`config.mk`:
```
export PLATFORM = sky130hd
export DESIGN_NAME = intchk_ctrl
export DESIGN_NICKNAME = d
export VERILOG_FILES = /design/src/rtl/intchk_pkg.sv /design/src/rtl/intchk_ctrl_fsm.sv /design/src/rtl/intchk_ctrl_regs.sv /design/src/rtl/intchk_ctrl.sv
export SDC_FILE = /design/constraint.sdc
export NUM_CORES = 1
export LEC_CHECK = 0
export CELL_PAD_IN_SITES_DETAIL_PLACEMENT = 0
export CELL_PAD_IN_SITES_GLOBAL_PLACEMENT = 2
export CORE_MARGIN = 10
export CORE_UTILIZATION = 19
export DETAILED_ROUTE_END_ITERATION = 10
export PLACE_DENSITY_LB_ADDON = 0.12
export REMOVE_ABC_BUFFERS = 1
export SKIP_CTS_REPAIR_TIMING = 1
export SYNTH_ARGS = -nofsm -noshare
export SYNTH_HDL_FRONTEND = slang
export SYNTH_SLANG_ARGS = --single-unit
```
`constraint.sdc`:
```
create_clock -name clk -period 2.8 [get_ports clk]
set_input_delay 0.28 -clock clk [delete_from_list [all_inputs] [get_ports clk]]
set_output_delay 0.28 -clock clk [all_outputs]
set_load 0.02 [all_outputs]
```
`src/rtl/intchk_pkg.sv`:
```
package intchk_pkg;

  typedef enum logic [1:0] {
    ST_IDLE  = 2'd0,
    ST_ONCE  = 2'd1,
    ST_RUN   = 2'd2,
    ST_DRAIN = 2'd3
  } ctrlState_t;

  // command bit positions (software visible)
  localparam int CMD_ONCE_BIT = 0;
  localparam int CMD_RST_BIT  = 1;
  localparam int CMD_RUN_BIT  = 2;
  localparam int CMD_STOP_BIT = 3;

  // control bit positions
  localparam int CTL_RTEN_BIT = 0;

  // status bit positions
  localparam int ST_BUSY_BIT  = 0;
  localparam int ST_DONE_BIT  = 1;
  localparam int ST_ERR_BIT   = 2;
  localparam int ST_REJ_BIT   = 3;
  localparam int ST_RUN_BIT   = 4;
  localparam int ST_VIOL_BIT  = 5;
  localparam int STAT_W       = 6;

  typedef struct packed {
    logic hashOnce;
    logic swReset;
    logic runStart;
    logic runStop;
  } cmdReq_t;

  typedef struct packed {
    logic setErr;
    logic setViol;
    logic setOnceDone;
    logic clrOnceDone;
    logic setReject;
    logic clrStatus;
  } statStrobe_t;

endpackage

```
`src/rtl/intchk_ctrl_fsm.sv`:
```
module intchk_ctrl_fsm
  import intchk_pkg::*;
(
  input  logic        clk,
  input  logic        rstN,
  input  cmdReq_t     cmdReq,
  input  logic        rtEnable,
  input  logic        engDone,
  input  logic        engErr,
  output logic        engStart,
  output statStrobe_t strobe,
  output logic        busy,
  output logic        runMode
);

  ctrlState_t state, nextState;
  logic stopPending, stopNext;
  logic startNext;
  logic newWork;

  always_comb begin
    nextState = state;
    stopNext  = stopPending;
    startNext = 1'b0;
    strobe    = '0;
    newWork   = cmdReq.hashOnce | cmdReq.runStart;
    if (cmdReq.swReset) begin
      // reset dominates every other bit of the same write
      strobe.clrStatus = 1'b1;
      stopNext         = 1'b0;
      nextState        = (state != ST_IDLE && !engDone) ? ST_DRAIN : ST_IDLE;
    end else begin
      unique case (state)
        ST_IDLE: begin
          if (cmdReq.hashOnce) begin
            nextState          = ST_ONCE;
            startNext          = 1'b1;
            strobe.clrOnceDone = 1'b1;
          end else if (cmdReq.runStart && rtEnable) begin
            nextState          = ST_RUN;
            startNext          = 1'b1;
            strobe.clrOnceDone = 1'b1;
          end
        end
        ST_ONCE: begin
          strobe.setReject = newWork;
          if (engDone) begin
            nextState          = ST_IDLE;
            strobe.setOnceDone = 1'b1;
            strobe.setErr      = engErr;
          end
        end
        ST_RUN: begin
          strobe.setReject = newWork;
          if (cmdReq.runStop) stopNext = 1'b1;
          if (engDone) begin
            if (engErr) begin
              strobe.setErr  = 1'b1;
              strobe.setViol = 1'b1;
              nextState      = ST_IDLE;
              stopNext       = 1'b0;
            end else if (stopPending || cmdReq.runStop) begin
              nextState = ST_IDLE;
              stopNext  = 1'b0;
            end else begin
              startNext = 1'b1;
            end
          end
        end
        ST_DRAIN: begin
          strobe.setReject = newWork;
          if (engDone) nextState = ST_IDLE;
        end
        default: nextState = ST_IDLE;
      endcase
    end
  end

  always_ff @(posedge clk or negedge rstN) begin
    if (!rstN) begin
      state       <= ST_IDLE;
      stopPending <= 1'b0;
      engStart    <= 1'b0;
    end else begin
      state       <= nextState;
      stopPending <= stopNext;
      engStart    <= startNext;
    end
  end

  assign busy    = (state != ST_IDLE);
  assign runMode = (state == ST_RUN);

endmodule

```
`src/rtl/intchk_ctrl_regs.sv`:
```
module intchk_ctrl_regs
  import intchk_pkg::*;
#(
  parameter int DATA_W    = 32,
  parameter int ADDR_W    = 2,
  parameter int CMD_ADDR  = 0,
  parameter int CTL_ADDR  = 1,
  parameter int STAT_ADDR = 2
) (
  input  logic              clk,
  input  logic              rstN,
  input  logic              regWrEn,
  input  logic              regRdEn,
  input  logic [ADDR_W-1:0] regAddr,
  input  logic [DATA_W-1:0] regWrData,
  output logic [DATA_W-1:0] regRdData,
  input  statStrobe_t       strobe,
  input  logic              busy,
  input  logic              runMode,
  output cmdReq_t           cmdReq,
  output logic              rtEnable,
  output logic              errFlag,
  output logic              rejFlag,
  output logic              secViol
);

  localparam logic [ADDR_W-1:0] CMD_A  = ADDR_W'(CMD_ADDR);
  localparam logic [ADDR_W-1:0] CTL_A  = ADDR_W'(CTL_ADDR);
  localparam logic [ADDR_W-1:0] STAT_A = ADDR_W'(STAT_ADDR);

  logic cmdWrite, ctlWrite;
  logic onceDone;
  logic [STAT_W-1:0] statVec;
  logic [DATA_W-1:0] rdNext;

  assign cmdWrite = regWrEn && (regAddr == CMD_A);
  assign ctlWrite = regWrEn && (regAddr == CTL_A);

  // command strobes exist only for the cycle of the write
  always_comb begin
    cmdReq.hashOnce = cmdWrite && regWrData[CMD_ONCE_BIT];
    cmdReq.swReset  = cmdWrite && regWrData[CMD_RST_BIT];
    cmdReq.runStart = cmdWrite && regWrData[CMD_RUN_BIT];
    cmdReq.runStop  = cmdWrite && regWrData[CMD_STOP_BIT];
  end

  always_ff @(posedge clk or negedge rstN) begin
    if (!rstN) rtEnable <= 1'b0;
    else if (ctlWrite) rtEnable <= regWrData[CTL_RTEN_BIT];
  end

  always_ff @(posedge clk or negedge rstN) begin
    if (!rstN) begin
      errFlag  <= 1'b0;
      rejFlag  <= 1'b0;
      onceDone <= 1'b0;
    end else if (strobe.clrStatus) begin
      errFlag  <= 1'b0;
      rejFlag  <= 1'b0;
      onceDone <= 1'b0;
    end else begin
      if (strobe.setErr)    errFlag <= 1'b1;
      if (strobe.setReject) rejFlag <= 1'b1;
      if (strobe.setOnceDone)      onceDone <= 1'b1;
      else if (strobe.clrOnceDone) onceDone <= 1'b0;
    end
  end

  // violation survives software reset
  always_ff @(posedge clk or negedge rstN) begin
    if (!rstN) secViol <= 1'b0;
    else if (strobe.setViol) secViol <= 1'b1;
  end

  always_comb begin
    statVec              = '0;
    statVec[ST_BUSY_BIT] = busy;
    statVec[ST_DONE_BIT] = onceDone;
    statVec[ST_ERR_BIT]  = errFlag;
    statVec[ST_REJ_BIT]  = rejFlag;
    statVec[ST_RUN_BIT]  = runMode;
    statVec[ST_VIOL_BIT] = secViol;
  end

  always_comb begin
    rdNext = '0;
    if (regAddr == STAT_A)     rdNext[STAT_W-1:0]   = statVec;
    else if (regAddr == CTL_A) rdNext[CTL_RTEN_BIT] = rtEnable;
    // command register always reads as zero
  end

  always_ff @(posedge clk or negedge rstN) begin
    if (!rstN) regRdData <= '0;
    else if (regRdEn) regRdData <= rdNext;
  end

endmodule

```
`src/rtl/intchk_ctrl.sv`:
```
module intchk_ctrl
  import intchk_pkg::*;
#(
  parameter int DATA_W    = 32,
  parameter int ADDR_W    = 2,
  parameter int CMD_ADDR  = 0,
  parameter int CTL_ADDR  = 1,
  parameter int STAT_ADDR = 2
) (
  input  logic              clk,
  input  logic              rstN,
  input  logic              regWrEn,
  input  logic              regRdEn,
  input  logic [ADDR_W-1:0] regAddr,
  input  logic [DATA_W-1:0] regWrData,
  output logic [DATA_W-1:0] regRdData,
  output logic              engStart,
  input  logic              engDone,
  input  logic              engErr,
  output logic              secViol
);

  cmdReq_t     cmdReq;
  statStrobe_t strobe;
  logic        rtEnable;
  logic        busyW;
  logic        runModeW;
  logic        errW;
  logic        rejW;

  intchk_ctrl_fsm u_fsm (
    .clk      (clk),
    .rstN     (rstN),
    .cmdReq   (cmdReq),
    .rtEnable (rtEnable),
    .engDone  (engDone),
    .engErr   (engErr),
    .engStart (engStart),
    .strobe   (strobe),
    .busy     (busyW),
    .runMode  (runModeW)
  );

  intchk_ctrl_regs #(
    .DATA_W    (DATA_W),
    .ADDR_W    (ADDR_W),
    .CMD_ADDR  (CMD_ADDR),
    .CTL_ADDR  (CTL_ADDR),
    .STAT_ADDR (STAT_ADDR)
  ) u_regs (
    .clk       (clk),
    .rstN      (rstN),
    .regWrEn   (regWrEn),
    .regRdEn   (regRdEn),
    .regAddr   (regAddr),
    .regWrData (regWrData),
    .regRdData (regRdData),
    .strobe    (strobe),
    .busy      (busyW),
    .runMode   (runModeW),
    .cmdReq    (cmdReq),
    .rtEnable  (rtEnable),
    .errFlag   (errW),
    .rejFlag   (rejW),
    .secViol   (secViol)
  );

endmodule

```
==> impl_results.md, run 1 <==
- Max_cap viols: 0
- Final hold vios: 0
- Endpoints failing setup: 0
- Crit start category: input pin
- Via density: roughly 3.5
- CTS tree: done
- Slew at the pin with the worst max-slew slack: 0.713 ns
- Register area: roughly 380 um2
- Slowest cell on the critical path: nor3b_2
- H-tree levels: 1
- Core area: between 0.005 and 0.006 mm2
- Clock-pin slew on the worst setup and hold paths: 0.07 ns
- Clk root buf: clkbuf_8
- Post-synthesis cell type count: 30
- Post-synth EDFFs: 0
- Port Buf Inserts: 19
- Row count: 26
- Layout cells sized above 1: 7.14%
- DR WL/cell: around 13 um
- PnR Total Power: 0.000803 W
- Gr usage total: under 10%
- Setup_tns: 0 ns
- Hold Slack: roughly 0.45 ns
- Pin count of the biggest net entering global routing: 16
- RSZ-0062 raised after global routing: false
- Critical Path AT: around 2.1 ns
- Placed wire-length estimate: about 2 mm
- Die width: a little over 90 um
- Total Nets Final: about 170
- #FFs+latches synth: 15
- Worst VDD drop: roughly 0.00019 V
- Filler cells: 579
- DRT Pass-1 Iters: 4
- Ys async rst share: 100%
- Dpl cells: around 190
- Final Skew: around 0.0017 ns
- Slew Viols, Final: 0
- Reg-to-reg endpoint: u_fsm.state[1]$_DFFE_PN0P_
- Top cells by area, synth: dfrtp_1 38%, buf_4 21%, ha_1 6.4%
- CP cell instances: clkdlybuf4s50_1 -> nor3b_2 -> a2111oi_0 -> o31ai_2 -> mux2i_1
- Area of the multi-input gates: ~460 um2
- Full die area: 0.00844 mm2
- Critical Path RT: between 2 and 3 ns
- Worst relative slew slack: approximately 52%
- P per Cell Area: between 600 and 700 mW/mm2
- ANT cells: 0
- Synth area leader: dfrtp_1
- Main flop type after synthesis: dfrtp_1
- Layout area overhead: 22.3%
- Post-route ant nets: 0
- Status: completed
- Gr ovfl total: 0
- Area share of the largest cell type after synthesis: approximately two fifths
- Reg2reg path depth: 6
- Cells after Synth: 105
- Initial core utilization: between 10% and 20%
- Ports: 74
- Fin crit period: 1.89 ns
- First-pass GRT wire length: 4.07 mm
- Initial antenna violation count: 0
- Min-delay worst type: input pin to asynchronous set/reset pin
- Clk_lat worst skew: around 0.25 ns
- Num CTS Buffers: 3
- Final GP Congestion: 0.708
- Vias in the first global route: 785
- Largest stage delay, worst path: 0.49 ns
- Clock sinks: 15
- Post-Syn Area: just under 0.001 mm2
- Top delay family on crit path: compound AO/OA/AOI/OAI gates
- DR iter-0 viols: 20
- DRC Markers: 0
- CTS max path bufs: 2
- Die Y: 91.9 um
- CP Buf/Inv Count: 1
- Worst r2r src: u_fsm.state[0]$_DFFE_PN0P_
- Cell count along the critical path: 5
- Crit path kind: input pin to flip-flop
- Synth warn: 0
- Vias: around 700
- Layout Cells excl Fill: a little under 200
- Leakage: 0.532 nW
- Post-synthesis sequential area ratio: around two fifths
- Reg2Reg Setup Slack: 1.00 ns
- Post-synthesis area per instance: between 9 and 10 um2
- Total wire length: 2.47 mm
- Crit path launch: regAddr[1]
- Fin crit share: between 60% and 70%
- Critical path endpoint category: flip-flop
- Fmax achieved: between 500 and 600 MHz
- Crit Path Max Fanout: 7
layout by cell type (no fill, tap or decap), drive strengths merged, types with 3 or more instances in the layout:
master	synthesis	routed
clkbuf	1	3
clkdlybuf4s50	0	19
conb	1	26
dfrtp	15	15
ha	5	5
inv	8	8
nand2	8	8
nor2	7	7
o22ai	5	5
final cells by class:
type	count	share of cell area, %
flip-flops and latches	15	31.3
well taps	70	7.30
multi-input cells	79	38.6
inverters	8	2.50
clock inverters	1	0.417
repair buffers	20	16.5
clock buffers	3	3.44
layer usage:
| metal | part of all wire (%) | track usage [%] | vias to the layer above |
|---|---|---|---|
| li1 | - | - | 344 |
| met1 | 40 | 5.82 | 319 |
| met2 | 51 | 10.9 | 21 |
| met3 | 7.4 | 3.18 | 7 |
| met4 | 2.1 | 2.31 | 0 |
| met5 | 0 | 0 | - |
cell usage after synthesis, types with 2 or more instances:
| library cell | number |
|---|---|
| buf_4 | 27 |
| inv_1 | 8 |
| a211oi_1 | 2 |
| nand2_1 | 8 |
| a22oi_1 | 2 |
| nand3_1 | 2 |
| o22ai_1 | 5 |
| mux2i_1 | 2 |
| o21ai_0 | 2 |
| ha_1 | 5 |
| dfrtp_1 | 15 |
| a21oi_1 | 2 |
| nor2_1 | 7 |
| a31oi_1 | 2 |
kinds of logic after synthesis:
logic type	Yosys count	synth area share (%)
buffers and inverters	36	24.1
and+or+nand+nor	23	11.4
AOI/OAI and AO/OA	22	16.3
DFF	15	38.3
adders and majority gates	5	6.38
muxes	3	3.19
other	1	0.382
metrics by stage:
| step | util [%] | area [um2] | worst slack (ns) |
|---|---|---|---|
| after floorplan | - | 868 | 1.26 |
| after global placement | 22.9 | 1150 | 0.638 |
| after detailed placement | 22.9 | 1150 | 0.616 |
| after CTS | 23.8 | 1200 | 0.878 |
| after global routing | 23.8 | 1200 | 0.815 |
| final | 23.8 | 1200 | 0.909 |
where the power goes:
part           internal [W]  switching, W  leakage, nW
sequential         0.000269     0.0000300        0.190
combinational      0.000134      0.000184        0.317
clock             0.0000988     0.0000867       0.0255
total              0.000502      0.000301        0.532
state kept, by name, summed over array words and instances (netlist names):
| signal | count |
|---|---|
| u_fsm.stopPending | 1 |
| u_fsm.engStart | 1 |
| u_regs.regRdData | 6 |
| u_regs.onceDone | 1 |
| u_regs.rejFlag | 1 |
| u_regs.secViol | 1 |
| u_regs.errFlag | 1 |
| u_fsm.state | 2 |
| u_regs.rtEnable | 1 |
how the worst max path moves through the flow:
stage / end
6_report: u_fsm.state[1]$_DFFE_PN0P_
3_5_place_dp: u_fsm.state[1]$_DFFE_PN0P_
4_1_cts: u_fsm.state[1]$_DFFE_PN0P_
2_1_floorplan: u_fsm.state[0]$_DFFE_PN0P_
3_3_place_gp: u_fsm.state[1]$_DFFE_PN0P_
5_1_grt: u_fsm.state[1]$_DFFE_PN0P_
worst register-to-register path: stages (launching register included):
cell	delay, ns
dfrtp_1	0.40
inv_1	0.13
ha_1	0.32
inv_1	0.06
a2111oi_0	0.46
o31ai_2	0.16
mux2i_1	0.15
No activity file was read; power rests on OpenSTA's default activity.
==> run 2: changes to the inputs <==
Settings changed: CORE_UTILIZATION 19 to 17.
Clock period 2.8 ns to 1.8 ns, I/O delays scaled along.
==> impl_results.md, run 2 (synthesis gave the netlist of run 1 again) <==
- Vias in the first global route: 724
- Endpoints failing setup: 0
- Top reg by flops: u_regs.regRdData
- Reg2reg path depth: 7
- Via density: 3.46
- H-tree levels: 1
- First-pass GRT wire length: just over 4 mm
- Total Nets Final: between 150 and 200
- Placed wire-length estimate: 2.19 mm
- Clk_lat worst skew: 0.25 ns
- Fmax achieved: between 600 and 700 MHz
- Core area: around 0.0055 mm2
- Die Y: ~96 um
- Setup_tns: 0 ns
- Max reg flops: 6
- DR iter-0 viols: 28
- CTS tree: done
- Clock-pin slew on the worst setup and hold paths: 0.07 ns
- Die width: between 90 and 100 um
- Post-route ant nets: 0
- Top flop regs: u_regs.regRdData (6), u_fsm.state (2)
- Initial core utilization: between 10% and 20%
- DR WL/cell: about 13 um
- Status: completed
- Row count: 27
- Commonest non-fill, non-tap cell in the layout: conb_1
- Final setup margin: ~0.20 ns
- Critical Path RT: approximately 2 ns
- Initial antenna violation count: 0
- Worst r2r src: u_fsm.state[0]$_DFFE_PN0P_
- Ports: 74
- Min-delay worst type: input pin to asynchronous set/reset pin
- Port Buf Inserts: 19
- Final Skew: 0.00242 ns
- Pin count of the biggest net entering global routing: 16
- DRC Markers: 0
- Crit start category: flip-flop
- Num CTS Buffers: 3
- Layout area overhead: 27.9%
- Fin crit period: 1.60 ns
- Dpl ws: -0.119 ns
- Final hold vios: 0
- Gr ovfl total: 0
- Fin crit share: about nine tenths
- ANT cells: 0
- Max_cap viols: 0
- Hold Slack: about 0.27 ns
- Reg2Reg Setup Slack: just over 0.2 ns
- Clock sinks: 15
- Critical path endpoint category: flip-flop
- Layout cells sized above 1: approximately an eighth
- Most frequent cells in the layout: 26 x conb_1, 19 x clkdlybuf4s50_1, 15 x dfrtp_1
- Dpl cells: around 200
- Final GP Congestion: around 0.71
- Leakage: between 0.5 and 0.6 nW
- Layout Cells excl Fill: 205
- Gr usage total: 5.90%
- Vias: between 700 and 800
- Crit path kind: flip-flop to flip-flop
- Clk root buf: clkbuf_8
- RSZ-0062 raised after global routing: false
- Critical Path AT: 1.77 ns
- Layout Utilization: a little under a quarter
- P per Cell Area: 1030 mW/mm2
- DRT Pass-1 Iters: 4
- Worst VDD drop: about 0.00061 V
- Slew Viols, Final: 0
- Crit Path Max Fanout: 4
- Total wire length: ~2.6 mm
- CTS max path bufs: 2
- Reg-to-reg endpoint: u_fsm.state[1]$_DFFE_PN0P_
- Full die area: around 0.0092 mm2
[run 2: layout make-up]
type / count / area (um2)
inverter: 8 / 30.0
sequential: 15 / 375
timing repair buffer: 27 / 250
tap: 72 / 90.1
fill: 629 / 4290
multi-input combinational: 79 / 463
clock buffer: 3 / 41.3
clock inverter: 1 / 5.00
[run 2: through the flow]
step	instance area [um2]	power [W]
final	1250	0.00129
after global routing	1250	0.00140
after CTS	1250	0.00132
after detailed placement	1210	0.00102
after global placement	1210	0.00102
after floorplan	868	0.000803
[run 2: metal layers]
layer  track usage [%]  up-vias  wire (um)  share of wire (%)
li1                  -      361          -                  -
met1              6.43      321       1060                 40
met2              10.4       25       1320                 51
met3              2.33        2        210                8.0
met4              1.47        0         23               0.88
met5                 0        -          0                  0
[run 2: how the worst max path moves through the flow]
stage	end	cells past startpoint	from	slack, ns
2_1_floorplan	u_fsm.state[0]$_DFFE_PN0P_	6	u_fsm.state[0]$_DFFE_PN0P_	0.26
3_3_place_gp	u_fsm.state[1]$_DFFE_PN0P_	6	regWrEn	-0.08
3_5_place_dp	u_fsm.state[0]$_DFFE_PN0P_	6	regWrEn	-0.12
4_1_cts	u_fsm.state[1]$_DFFE_PN0P_	6	regWrEn	0.13
5_1_grt	u_fsm.state[0]$_DFFE_PN0P_	7	u_fsm.state[0]$_DFFE_PN0P_	0.03
6_report	u_fsm.state[1]$_DFFE_PN0P_	7	u_fsm.state[0]$_DFFE_PN0P_	0.20
[run 2: critical path, cell delays in order (launching register included)]
cell       delay (ns)
dfrtp_1          0.38
inv_1            0.09
ha_1             0.23
inv_1            0.05
a2111oi_0        0.04
buf_4            0.15
o31ai_2          0.32
mux2i_1          0.25
[run 2: power by group]
group          switching (W)  internal, W  total [W]
Combinational       0.000298     0.000240   0.000538
Clock               0.000132     0.000153   0.000286
Sequential         0.0000499     0.000418   0.000468
